===== config.mk =====
export PLATFORM = sky130hd
export DESIGN_NAME = dma_bus_arbiter
export DESIGN_NICKNAME = d
export VERILOG_FILES = /design/src/rtl/dma_arb_pkg.sv /design/src/rtl/dma_unit_counter.sv /design/src/rtl/dma_candidate_filter.sv /design/src/rtl/dma_rank_select.sv /design/src/rtl/dma_bus_arbiter.sv
export SDC_FILE = /design/constraint.sdc
export NUM_CORES = 1
export LEC_CHECK = 0
export BUFFER_PORTS_ARGS = -buffer_cell sky130_fd_sc_hd__buf_2
export CAP_MARGIN = 30
export CORE_ASPECT_RATIO = 0.5
export CORE_UTILIZATION = 60
export CTS_CLUSTER_DIAMETER = 80
export CTS_CLUSTER_SIZE = 30
export DETAILED_ROUTE_END_ITERATION = 8
export GPL_TIMING_DRIVEN = 0
export PLACE_DENSITY = 0.95
export SLEW_MARGIN = 20
export SYNTH_ARGS = -nofsm -noshare
export SYNTH_HDL_FRONTEND = slang
export SYNTH_SLANG_ARGS = --single-unit

===== constraint.sdc =====
create_clock -name clk -period 7.06 [get_ports clk]
set_clock_uncertainty 0.05 [all_clocks]
set_input_delay 1.412 -clock clk [delete_from_list [all_inputs] [get_ports clk]]
set_output_delay 1.412 -clock clk [all_outputs]
set_load 0.02 [all_outputs]

===== src/rtl/dma_arb_pkg.sv =====
// Package: shared constants, types and the fixed channel ranking used by the
// DMA bus arbiter. Assumes exactly four channels; the ranking is not numeric.
package dma_arb_pkg;

    localparam int NUM_CH   = 4;
    localparam int CH_IDX_W = $clog2(NUM_CH);

    typedef logic [CH_IDX_W-1:0] ch_idx_t;

    // One grant vector: CPU bit above the channel bits, one-hot overall.
    typedef struct packed {
        logic              cpu;
        logic [NUM_CH-1:0] chan;
    } grant_t;

    // Maps a rank position (0 = most urgent) to a channel index.
    function automatic ch_idx_t rank_to_chan(input int rank);
        case (rank)
            0:       return ch_idx_t'(0);
            1:       return ch_idx_t'(3);
            2:       return ch_idx_t'(2);
            default: return ch_idx_t'(1);
        endcase
    endfunction

endpackage


===== src/rtl/dma_unit_counter.sv =====
// Module: per-channel remaining-unit counter. It loads on a strobe and steps
// down by one for each granted unit. It reports whether work remains after the
// current cycle's update. Assumes a load and a grant may coincide; the load wins.
module dma_unit_counter #(
    parameter int CNT_W = 16
) (
    input  logic             clk,
    input  logic             rst_n,
    input  logic             load,
    input  logic [CNT_W-1:0] load_val,
    input  logic             unit_grant,
    output logic [CNT_W-1:0] cnt_q,
    output logic             has_work
);

    logic [CNT_W-1:0] cnt_nxt;

    // Next count: a load overrides, otherwise a granted unit consumes one.
    always_comb begin
        if (load)
            cnt_nxt = load_val;
        else if (unit_grant && (cnt_q != '0))
            cnt_nxt = cnt_q - 1'b1;
        else
            cnt_nxt = cnt_q;
    end

    // Count register with synchronous active-low reset.
    always_ff @(posedge clk) begin
        if (!rst_n)
            cnt_q <= '0;
        else
            cnt_q <= cnt_nxt;
    end

    // Work remains for the next unit only if the updated count is non-zero.
    always_comb has_work = (cnt_nxt != '0);

    // a granted unit takes exactly one off the count.
    a_r7_count_step: assert property (@(posedge clk) disable iff (!rst_n)
        (unit_grant && !load && (cnt_q != '0)) |=> (cnt_q == $past(cnt_q) - 1'b1));

    // with no load and no grant the count holds.
    a_r7_count_hold: assert property (@(posedge clk) disable iff (!rst_n)
        (!unit_grant && !load) |=> $stable(cnt_q));

    // a load strobe writes the given value.
    a_r7_count_load: assert property (@(posedge clk) disable iff (!rst_n)
        load |=> (cnt_q == $past(load_val)));

endmodule


===== src/rtl/dma_candidate_filter.sv =====
// Module: works out which channels may compete for the next unit. A channel is
// eligible when it requests and has work left. A cycle-steal channel that holds
// the current unit is held out for one unit. Also flags any eligible burst
// channel, which locks the CPU out.
module dma_candidate_filter
    import dma_arb_pkg::*;
(
    input  logic [NUM_CH-1:0] req,
    input  logic [NUM_CH-1:0] burst,
    input  logic [NUM_CH-1:0] has_work,
    input  logic [NUM_CH-1:0] cur_grant,
    output logic [NUM_CH-1:0] cand,
    output logic              burst_busy
);

    logic [NUM_CH-1:0] eligible;
    logic [NUM_CH-1:0] steal_hold;

    // Eligibility: a live request with units still to move.
    always_comb eligible = req & has_work;

    // Cycle-steal channels that just used the bus must yield for one unit.
    always_comb steal_hold = cur_grant & ~burst;

    // Candidate set for the next unit.
    always_comb cand = eligible & ~steal_hold;

    // Any eligible burst channel keeps the CPU off the bus.
    always_comb burst_busy = |(eligible & burst);

endmodule


===== src/rtl/dma_rank_select.sv =====
// Module: fixed-rank selector. It picks the most urgent candidate channel in the
// package's ranking and falls back to the CPU when no candidate exists. Purely
// combinational; the output is always one-hot.
module dma_rank_select
    import dma_arb_pkg::*;
(
    input  logic [NUM_CH-1:0] cand,
    output grant_t            pick
);

    // Walk ranks from most urgent; the first candidate found wins.
    always_comb begin
        logic found;
        pick  = '0;
        found = 1'b0;
        for (int r = 0; r < NUM_CH; r++) begin
            if (!found && cand[rank_to_chan(r)]) begin
                pick.chan[rank_to_chan(r)] = 1'b1;
                found = 1'b1;
            end
        end
        if (!found)
            pick.cpu = 1'b1;
    end

endmodule


===== src/rtl/dma_bus_arbiter.sv =====
// Module: top of the DMA bus arbiter. It registers one one-hot grant per clock
// (one bus unit) across four channels and the CPU. It keeps a count per channel
// and applies burst hold, cycle-steal yield and fixed-rank pre-emption.
// Assumes requests are already synchronised levels and that each grant lasts
// exactly one clock.
module dma_bus_arbiter
    import dma_arb_pkg::*;
#(
    parameter int CNT_W = 16
) (
    input  logic                    clk,
    input  logic                    rst_n,
    input  logic [NUM_CH-1:0]       chan_req,
    input  logic [NUM_CH-1:0]       chan_burst,
    input  logic [NUM_CH-1:0]       cnt_load,
    input  logic [CNT_W-1:0]        cnt_load_val,
    output logic [NUM_CH-1:0]       grant_chan,
    output logic                    grant_cpu,
    output logic                    unit_done,
    output logic [NUM_CH*CNT_W-1:0] remaining
);

    localparam int REM_W = NUM_CH * CNT_W;

    grant_t            grant_q;
    grant_t            grant_nxt;
    logic [NUM_CH-1:0] has_work;
    logic [NUM_CH-1:0] cand;
    logic              burst_busy;
    logic [REM_W-1:0]  rem_flat;

    // One counter per channel, packed into the remaining output.
    for (genvar i = 0; i < NUM_CH; i++) begin : g_cnt
        dma_unit_counter #(
            .CNT_W (CNT_W)
        ) i_cnt (
            .clk        (clk),
            .rst_n      (rst_n),
            .load       (cnt_load[i]),
            .load_val   (cnt_load_val),
            .unit_grant (grant_q.chan[i]),
            .cnt_q      (rem_flat[i*CNT_W +: CNT_W]),
            .has_work   (has_work[i])
        );
    end

    dma_candidate_filter i_filter (
        .req        (chan_req),
        .burst      (chan_burst),
        .has_work   (has_work),
        .cur_grant  (grant_q.chan),
        .cand       (cand),
        .burst_busy (burst_busy)
    );

    dma_rank_select i_select (
        .cand (cand),
        .pick (grant_nxt)
    );

    // Grant register: the CPU owns the bus out of reset.
    always_ff @(posedge clk) begin
        if (!rst_n)
            grant_q <= '{cpu: 1'b1, chan: '0};
        else
            grant_q <= grant_nxt;
    end

    // Drive the outputs from the registered grant and the counters.
    always_comb begin
        grant_chan = grant_q.chan;
        grant_cpu  = grant_q.cpu;
        unit_done  = |grant_q.chan;
        remaining  = rem_flat;
    end

    // exactly one bus owner per unit.
    a_r2_single_owner: assert property (@(posedge clk) disable iff (!rst_n)
        $onehot({grant_chan, grant_cpu}));

    // an eligible burst channel keeps the CPU off the next unit.
    a_r6_cpu_locked_out: assert property (@(posedge clk) disable iff (!rst_n)
        burst_busy |=> !grant_cpu);

    // no requests at all hands the next unit to the CPU.
    a_r8_cpu_default: assert property (@(posedge clk) disable iff (!rst_n)
        (chan_req == '0) |=> grant_cpu);

    // the unit strobe never accompanies a CPU unit.
    a_r9_done_not_cpu: assert property (@(posedge clk) disable iff (!rst_n)
        unit_done |-> !grant_cpu);

    for (genvar i = 0; i < NUM_CH; i++) begin : g_chk
        // a cycle-steal channel yields after each unit.
        a_r5_steal_yields: assert property (@(posedge clk) disable iff (!rst_n)
            (grant_chan[i] && !chan_burst[i]) |=> !grant_chan[i]);

        // a channel without a request gets no grant in the next unit.
        a_r3_needs_request: assert property (@(posedge clk) disable iff (!rst_n)
            !chan_req[i] |=> !grant_chan[i]);
    end

endmodule


* Yosys cells after proc, flatten, opt, wreduce, memory -nomap -nowiden
Index checks and enable logic that the tools add are counted.
** Cells by class
- Add/sub/neg operators :: 4
- Order comparisons :: 8
- Muxes and demuxes :: 29
- Bitwise gates (word level) :: 8
- Reduce and logical (&&, ||, !) cells :: 23
** Operator list (count)
- $mux W16 :: 8
- $reduce_bool A16 Y1 :: 8
- $sub A16 B1 Y16 const B :: 4
- $mux W4 :: 4
- $and A4 B4 Y4 :: 3
- $lt A2 B3 Y1 const B :: 4
- $or A4 B4 Y4 :: 3
- $logic_and A1 B1 Y1 :: 11
- $mux W1 :: 9
- $demux W1 S2 :: 4
- $ge A2 B1 Y1 const B :: 4
- $mux W2 :: 4
- $not A4 Y4 :: 2
- $reduce_or A4 Y1 :: 1
- $logic_not A1 Y1 :: 3
** Storage, ports and cells
- Register bits after elaboration :: 69
- Output and inout bits :: 70
- Word-level logic and storage cells :: 78

* Longest topological paths before layout
Gate-level depths: netlist of run 1.
- Word-level depth :: 23
- Mapped depth :: 11
- Depth with buffers taken out :: 10

* By module
Synthesis of run 1 repeated with hierarchy kept, for this count alone.
** Second synthesis, totals
- Cells, all modules :: 582
- Area, all modules :: 4778.3 um^2
** By module, submodules not included
- dma_unit_counter at g_cnt[2].i_cnt ... :: times used 2, cells each 137, area an instance 1114.8 um^2
- dma_unit_counter at g_cnt[1].i_cnt :: times used 1, cells each 146, area an instance 1181.1 um^2
- dma_unit_counter at g_cnt[0].i_cnt :: times used 1, cells each 129, area an instance 1086.0 um^2
- dma_bus_arbiter :: times used 1, cells each 11, area an instance 138.9 um^2
- dma_candidate_filter :: times used 1, cells each 17, area an instance 91.3 um^2
- dma_rank_select :: times used 1, cells each 5, area an instance 51.3 um^2

* Worst setup path after synthesis of run 1
Ideal clock, no wire load.
- Kind :: in2reg
- From :: input port cnt_load[2]
- To :: register grant_q (netlist bit grant_cpu)
- Library setup time :: 0.084 ns
- Arrival :: 2.956 ns
- Setup slack :: 3.969 ns
- Stages on the path :: 7
- Buffers on the path :: 2
- Path through :: clkbuf_1 > clkbuf_1 > o211ai_1 > nor3_1 > nand3_1 > o311a_1 > o31ai_2
** On the way
- Cells in the longest elaborated chain, start to end :: 10
** RTL lines
- from (decl) :: RTL line dma_bus_arbiter.sv:15 : input logic [NUM_CH-1:0] cnt_load,
- $mux W16 * :: RTL line dma_unit_counter.sv:20 : if (load)
- $reduce_bool A16 Y1 * :: RTL line dma_unit_counter.sv:37 : always_comb has_work = (cnt_nxt != '0);
- $and A4 B4 Y4 * :: RTL line dma_candidate_filter.sv:20 : always_comb eligible = req & has_work;
- $and A4 B4 Y4 * :: RTL line dma_candidate_filter.sv:26 : always_comb cand = eligible & ~steal_hold;
- $logic_and A1 B1 Y1 * :: RTL line dma_rank_select.sv:17 : if (!found && cand[rank_to_chan(r)]) begin
- $mux W1 * :: RTL line dma_rank_select.sv:17
- $logic_not A1 Y1 :: RTL line dma_rank_select.sv:17
- $logic_and A1 B1 Y1 :: RTL line dma_rank_select.sv:17
- $mux W1 * :: RTL line dma_rank_select.sv:17
- $mux W1 * :: RTL line dma_rank_select.sv:22 : if (!found)
- to (signal assigned) :: RTL line dma_bus_arbiter.sv:64 : grant_q <= '{cpu: 1'b1, chan: '0};
- to (signal assigned) :: RTL line dma_bus_arbiter.sv:66 : grant_q <= grant_nxt;
- to (decl) :: RTL line dma_bus_arbiter.sv:25 : grant_t grant_q;
Every way passes the cells marked *; elsewhere a longest branch is shown, timed or not.
A chain may end at the register's enable or synchronous reset.

* Final worst setup path of run 1
- From :: input port cnt_load[0]
- To :: register grant_q (netlist bit grant_cpu)
** On the way
- Cells in the longest elaborated chain, start to end :: 15
** RTL lines (RTL line)
- $mux W16 * :: dma_unit_counter.sv:20
- $reduce_bool A16 Y1 * :: dma_unit_counter.sv:37
- $and A4 B4 Y4 * :: dma_candidate_filter.sv:20
- $and A4 B4 Y4 * :: dma_candidate_filter.sv:26
- $mux W1 * :: dma_rank_select.sv:17
- $logic_not A1 Y1 :: dma_rank_select.sv:17
- $logic_and A1 B1 Y1 :: dma_rank_select.sv:17
- $mux W1 * :: dma_rank_select.sv:17
- $logic_not A1 Y1 :: dma_rank_select.sv:17
- $logic_and A1 B1 Y1 :: dma_rank_select.sv:17
- $mux W1 * :: dma_rank_select.sv:17
- $logic_not A1 Y1 :: dma_rank_select.sv:17
- $logic_and A1 B1 Y1 :: dma_rank_select.sv:17
- $mux W1 * :: dma_rank_select.sv:17
- $mux W1 * :: dma_rank_select.sv:22
Marks and branches as above.

==> results.toml, run 1 <==
[final_layout]
drive_gt1_share_pct = 21.0
area_growth_pct = 19.3
fin_area_mm2 = 0.00554
layout_common_cells = "100 x buf_2, 69 x dfxtp_1, 60 x nor2_1"
layout_commonest_cell = "buf_2"
diodes = 0
nFillCells = 550
fin_cells = 801
fin_nets = 738

[yosys]
syn-num-nets = 629
synth_seq_cells = 69
synth_ff_type = "dfxtp_1"
yosysSeqAreaShare_pct = 29.7
synth_edf_count = 0
synth_area_mm2 = 0.00465
avgSynthCellArea_um2 = 7.85
synthCells = 592
yosys_warnings = 0
async_flop_share_pct = 0
yosys.cell_types.count = 70

[cts]
cts_max_path_buffers = 2
insertion_delay_ns = 0.34
cts_setup_buffers = 0
cts_tree = "done"
cts_sinks = 69
cts_made_buffers = 9
path_clk_slew_ns = 0.05
cts_root_buffer = "clkbuf_16"
htree_levels = 3
ctsHoldBuffers = 0
post_cts_resized = 0

[min_path]
hold_class = "flip-flop to flip-flop"

[drt]
drt_first_pass_iters = 7
avgRoutedWirePerCell_um = 20.5
drt_iter0_drc = 1049
wl_mm = 16.4
drt-vias-per-instance = 7.11
ant_nets = 0
drc = 0
vias = 5698

[floorplanning]
die_width_um = 126
start_util_pct = 62.8
rows = 22
pin_count = 100
die_y_um = 64.2
die_area_mm2 = 0.00812
core_area_mm2 = 0.00740

[sta]
rsz0062_at_grt = "false"
setup_ws_ns = 3.39
relSlewSlack_pct = 44.3
finalCriticalPeriod_ns = 3.67
tns_ns = 0
maxSlewViolCount = 0
period_share_pct = 52.0
hold_viol = 0
worstMarginPinSlew_ns = 0.827
setup_viol = 0
fmax_mhz = 273

[global_routing]
grt_use_total_pct = 41.3
antenna_found_initial = 0
grt_pass1_vias = 5115
grt_overflow = 0
grt_max_degree = 11
grt_pass1_wl_mm = 25.8

[placement]
dpl_cell_area_mm2 = 0.00526
placed_cells = 786
dp_hpwl_mm = 11.5
gp_congestion = 1.01
port_buffers = 98
post-place-ws_ns = 3.35

[critical_path]
crit_end = "grant_cpu$_SDFF_PN1_"
cp-end-kind = "flip-flop"
cp_data_arrival_time_ns = 3.87
r2r_slack_ns = 3.71
r2r_end = "grant_cpu$_SDFF_PN1_"
critPathKind = "input pin to flip-flop"
r2r_cells = 9
cp-start-kind = "input pin"
required_ns = 7.26
setup.worst_path.start = "cnt_load[0]"
r2r-start = "grant_chan[0]$_SDFF_PN0_"
worstPathMaxFanout = 10

[power_and_ir_drop]
power.density_mw_per_mm2 = 216
ir_drop_mv = 0.140
p_leak_nw = 2.26

[job]
maxCapViolCount = 0

[run_status]
outcome = "finished clean"
==> final cells by class <==
type,instances,area [um^2],area share [%]
Clock buffer,14,274,4.94
Tap cell,96,120,2.17
Clock inverter,1,5.00,0.0903
Sequential cell,69,1380,24.9
Inverter,21,78.8,1.42
Timing Repair Buffer,98,490,8.85
Multi-Input combinational cell,469,3050,55.0
Buffer,33,145,2.62
==> critical path, cell delays in order <==
cell,delay [ns]
buf_2,0.14
clkbuf_1,0.42
clkbuf_1,0.48
nand2_1,0.16
nor2_1,0.16
a31oi_1,0.06
nor4_1,0.34
a31oi_1,0.24
nand2b_1,0.25
o31ai_2,0.20
==> Yosys cell counts (all sizes together) (11+ instances only) <==
| cell type | instances | area (um^2) |
|---|---|---|
| and2 | 27 | 169 |
| or4 | 14 | 113 |
| nand2 | 42 | 158 |
| nor2 | 60 | 225 |
| nor3 | 29 | 145 |
| nand2b | 15 | 93.8 |
| a31oi | 13 | 81.3 |
| clkbuf | 26 | 97.6 |
| xnor2 | 11 | 96.3 |
| nand3 | 14 | 75.1 |
| o21ai | 20 | 100 |
| dfxtp | 69 | 1380 |
| or3 | 11 | 73.8 |
| inv | 19 | 71.3 |
| nor4 | 25 | 169 |
| a211oi | 13 | 97.6 |
| nand4 | 11 | 68.8 |
| a21oi | 28 | 140 |
==> worst min path at each step <==
| stage | start | cells after the start | end |
|---|---|---|---|
| 4_1_cts | g_cnt[2].i_cnt.cnt_q[15]$_SDFF_PN0_ | 2 | g_cnt[2].i_cnt.cnt_q[15]$_SDFF_PN0_ |
| 5_1_grt | g_cnt[0].i_cnt.cnt_q[15]$_SDFF_PN0_ | 2 | g_cnt[0].i_cnt.cnt_q[15]$_SDFF_PN0_ |
| 3_5_place_dp | g_cnt[2].i_cnt.cnt_q[15]$_SDFF_PN0_ | 2 | g_cnt[2].i_cnt.cnt_q[15]$_SDFF_PN0_ |
| 2_1_floorplan | g_cnt[0].i_cnt.cnt_q[9]$_SDFF_PN0_ | 2 | g_cnt[0].i_cnt.cnt_q[9]$_SDFF_PN0_ |
| 6_report | g_cnt[2].i_cnt.cnt_q[15]$_SDFF_PN0_ | 2 | g_cnt[2].i_cnt.cnt_q[15]$_SDFF_PN0_ |
| 3_3_place_gp | g_cnt[0].i_cnt.cnt_q[9]$_SDFF_PN0_ | 2 | g_cnt[0].i_cnt.cnt_q[9]$_SDFF_PN0_ |
==> metal layers <==
| layer | global-route usage [%] | share of wire, % | wire [um] | vias up |
|---|---|---|---|---|
| met1 | 52.5 | 38 | 6290 | 2579 |
| met2 | 60.3 | 40 | 6630 | 517 |
| met4 | 22.9 | 6.0 | 990 | 0 |
| met5 | 0 | 0 | 0 | - |
| li1 | - | - | - | 2466 |
| met3 | 15.6 | 15 | 2540 | 136 |
==> logic make-up (layout without fill, tap and decap cells) <==
family	after synthesis	count (layout)	share of synthesized area (%)
AO/OA/AOI/OAI	146	146	22.9
adder cells (fa/ha/maj)	7	7	1.88
XOR/XNOR	15	15	2.83
AND/OR/NAND/NOR	288	288	35.0
flip-flops	69	69	29.7
multiplexers	13	13	2.88
buffers and inverters	54	167	4.82
==> through the flow <==
stage          total power, W  utilization (%)  hold slack, ns
2_1_floorplan        0.000653                -           0.580
3_3_place_gp         0.000743             71.0           0.528
3_5_place_dp         0.000751             71.0           0.544
4_1_cts               0.00118             74.8           0.559
5_1_grt               0.00124             74.9           0.595
6_report              0.00120             74.9           0.553
==> state kept, by name, summed over array words and instances (netlist names) <==
signal	cells
g_cnt.i_cnt.cnt_q	64
grant_chan	4
grant_cpu	1
==> power breakdown <==
part,switching [W],internal [W],leakage [nW]
sequential,0.0000397,0.000416,0.572
combinational,0.000198,0.000109,1.55
clock,0.000172,0.000264,0.139
total,0.000409,0.000789,2.26
Power figures use the tool's default switching activity.
==> inputs of run 2 (changes only) <==
--- a/config.mk
+++ b/config.mk
@@ -8,12 +8,12 @@
 export BUFFER_PORTS_ARGS = -buffer_cell sky130_fd_sc_hd__buf_2
 export CAP_MARGIN = 30
 export CORE_ASPECT_RATIO = 0.5
-export CORE_UTILIZATION = 60
+export CORE_UTILIZATION = 55
 export CTS_CLUSTER_DIAMETER = 80
 export CTS_CLUSTER_SIZE = 30
 export DETAILED_ROUTE_END_ITERATION = 8
 export GPL_TIMING_DRIVEN = 0
-export PLACE_DENSITY = 0.95
+export PLACE_DENSITY = 0.9
 export SLEW_MARGIN = 20
 export SYNTH_ARGS = -nofsm -noshare
 export SYNTH_HDL_FRONTEND = slang
==> constraint.sdc (replaced) <==
create_clock -name clk -period 3.6 [get_ports clk]
set_clock_uncertainty 0.05 [all_clocks]
set_input_delay 0.72 -clock clk [delete_from_list [all_inputs] [get_ports clk]]
set_output_delay 0.72 -clock clk [all_outputs]
set_load 0.02 [all_outputs]
==> run 2 against run 1 <==
Compared with the run above:
- sequential share of layout area is essentially flat
- non-clock buffer count is the same
- critical endpoint unchanged
- setup slack lost 3.1 ns
- critical path type is now flip-flop to flip-flop
- highest routed layer unchanged
==> results.toml, run 2 (synthesis results as in run 1) <==
[drt]
drt-vias-per-instance = 6.76
ant_nets = 0
avgRoutedWirePerCell_um = 19.9
drt_iter0_drc = 809
drt_first_pass_iters = 8
wl_mm = 16.3
vias = 5534
drc = 0

[critical_path]
required_ns = 3.81
cp-start-kind = "flip-flop"
worstPathMaxFanout = 5
critPathKind = "flip-flop to flip-flop"
cp_data_arrival_time_ns = 3.52
cp-end-kind = "flip-flop"

[cts]
ctsHoldBuffers = 0
htree_levels = 3
cts_sinks = 69
cts_tree = "done"
post_cts_resized = 0
cts_setup_buffers = 0
cts_made_buffers = 9
cts_root_buffer = "clkbuf_16"
cts_max_path_buffers = 2
insertion_delay_ns = 0.35
path_clk_slew_ns = 0.05

[final_layout]
fin_nets = 738
top_register = "g_cnt.i_cnt.cnt_q"
nFillCells = 689
utilization_pct = 68.6
layout_commonest_cell = "buf_2"
layout_common_cells = "100 x buf_2, 69 x dfxtp_1, 60 x nor2_1"
drive_gt1_share_pct = 20.9
largest_reg_flops = 64
area_growth_pct = 19.4

[sta]
maxSlewViolCount = 0
period_share_pct = 91.9
relSlewSlack_pct = 46.8
setup_ws_ns = 0.291
hold_viol = 0
rsz0062_at_grt = "false"
timing.hold.ws_ns = 0.542
tns_ns = 0
finalCriticalPeriod_ns = 3.31
fmax_mhz = 302
worstMarginPinSlew_ns = 0.790
setup_viol = 0

[global_routing]
grt_max_degree = 11
grt_overflow = 0
antenna_found_initial = 0
grt_use_total_pct = 36.4
grt_pass1_wl_mm = 24.4
grt_pass1_vias = 4718

[placement]
port_buffers = 98
gp_congestion = 0.972
post-place-ws_ns = 0.233
dp_hpwl_mm = 11.6

[floorplanning]
die_area_mm2 = 0.00885
start_util_pct = 57.5
die_width_um = 132
core_area_mm2 = 0.00809
rows = 23
pin_count = 100
die_y_um = 67.0

[power_and_ir_drop]
p_leak_nw = 2.25
ir_drop_mv = 0.319
power.density_mw_per_mm2 = 414

[job]
maxCapViolCount = 0

[run_status]
outcome = "finished clean"

[min_path]
hold_class = "flip-flop to flip-flop"
run 2: final timing paths:
check / start / to / slack [ns] / cells past startpoint
min reg2reg: g_cnt[2].i_cnt.cnt_q[13]$_SDFF_PN0_ / g_cnt[2].i_cnt.cnt_q[13]$_SDFF_PN0_ / 0.54 / 2
min: g_cnt[2].i_cnt.cnt_q[13]$_SDFF_PN0_ / g_cnt[2].i_cnt.cnt_q[13]$_SDFF_PN0_ / 0.54 / 2
max: g_cnt[3].i_cnt.cnt_q[0]$_SDFF_PN0_ / grant_cpu$_SDFF_PN1_ / 0.29 / 10
max reg2reg: g_cnt[3].i_cnt.cnt_q[0]$_SDFF_PN0_ / grant_cpu$_SDFF_PN1_ / 0.29 / 10
run 2: through the flow:
stage | cell area (um^2) | std cells | power [W]
after floorplan | 4650 | 592 | 0.00128
after global placement | 5280 | 802 | 0.00146
after detailed placement | 5280 | 802 | 0.00147
after CTS | 5540 | 817 | 0.00227
after global routing | 5550 | 817 | 0.00238
final | 5550 | 819 | 0.00230
run 2: cell type report:
class                           count  area (um^2)  area share, %
Inverter                           21         78.8           1.42
Tap cell                          112          140           2.52
Clock inverter                      2         10.0          0.180
Buffer                             33          145           2.61
Sequential cell                    69         1380           24.9
Timing Repair Buffer               98          490           8.84
Clock buffer                       13          250           4.51
Antenna cell                        2         5.00         0.0902
Multi-Input combinational cell    469         3050           54.9
run 2: critical path: stages (launching register included):
cell	delay [ns]
dfxtp_1	0.33
inv_1	0.12
ha_1	0.21
or4b_2	0.62
o41ai_2	0.59
nor3_1	0.09
a31o_2	0.25
nor4_1	0.42
a31o_2	0.26
nand2b_1	0.09
o31ai_2	0.19
run 2: power breakdown:
part           switching [W]  total, W  internal (W)  leakage [nW]
Sequential         0.0000789  0.000895      0.000816         0.572
Clock               0.000331  0.000810      0.000479         0.129
Combinational       0.000380  0.000593      0.000213          1.55
Total               0.000789   0.00230       0.00151          2.25
run 2: routing by layer:
metal	track usage, %	vias to the layer above	share of wire [%]
met5	2.47	-	0
met4	16.7	0	3.8
met3	11.1	79	13
met2	56.0	416	42
met1	46.6	2562	41
li1	-	2477	-
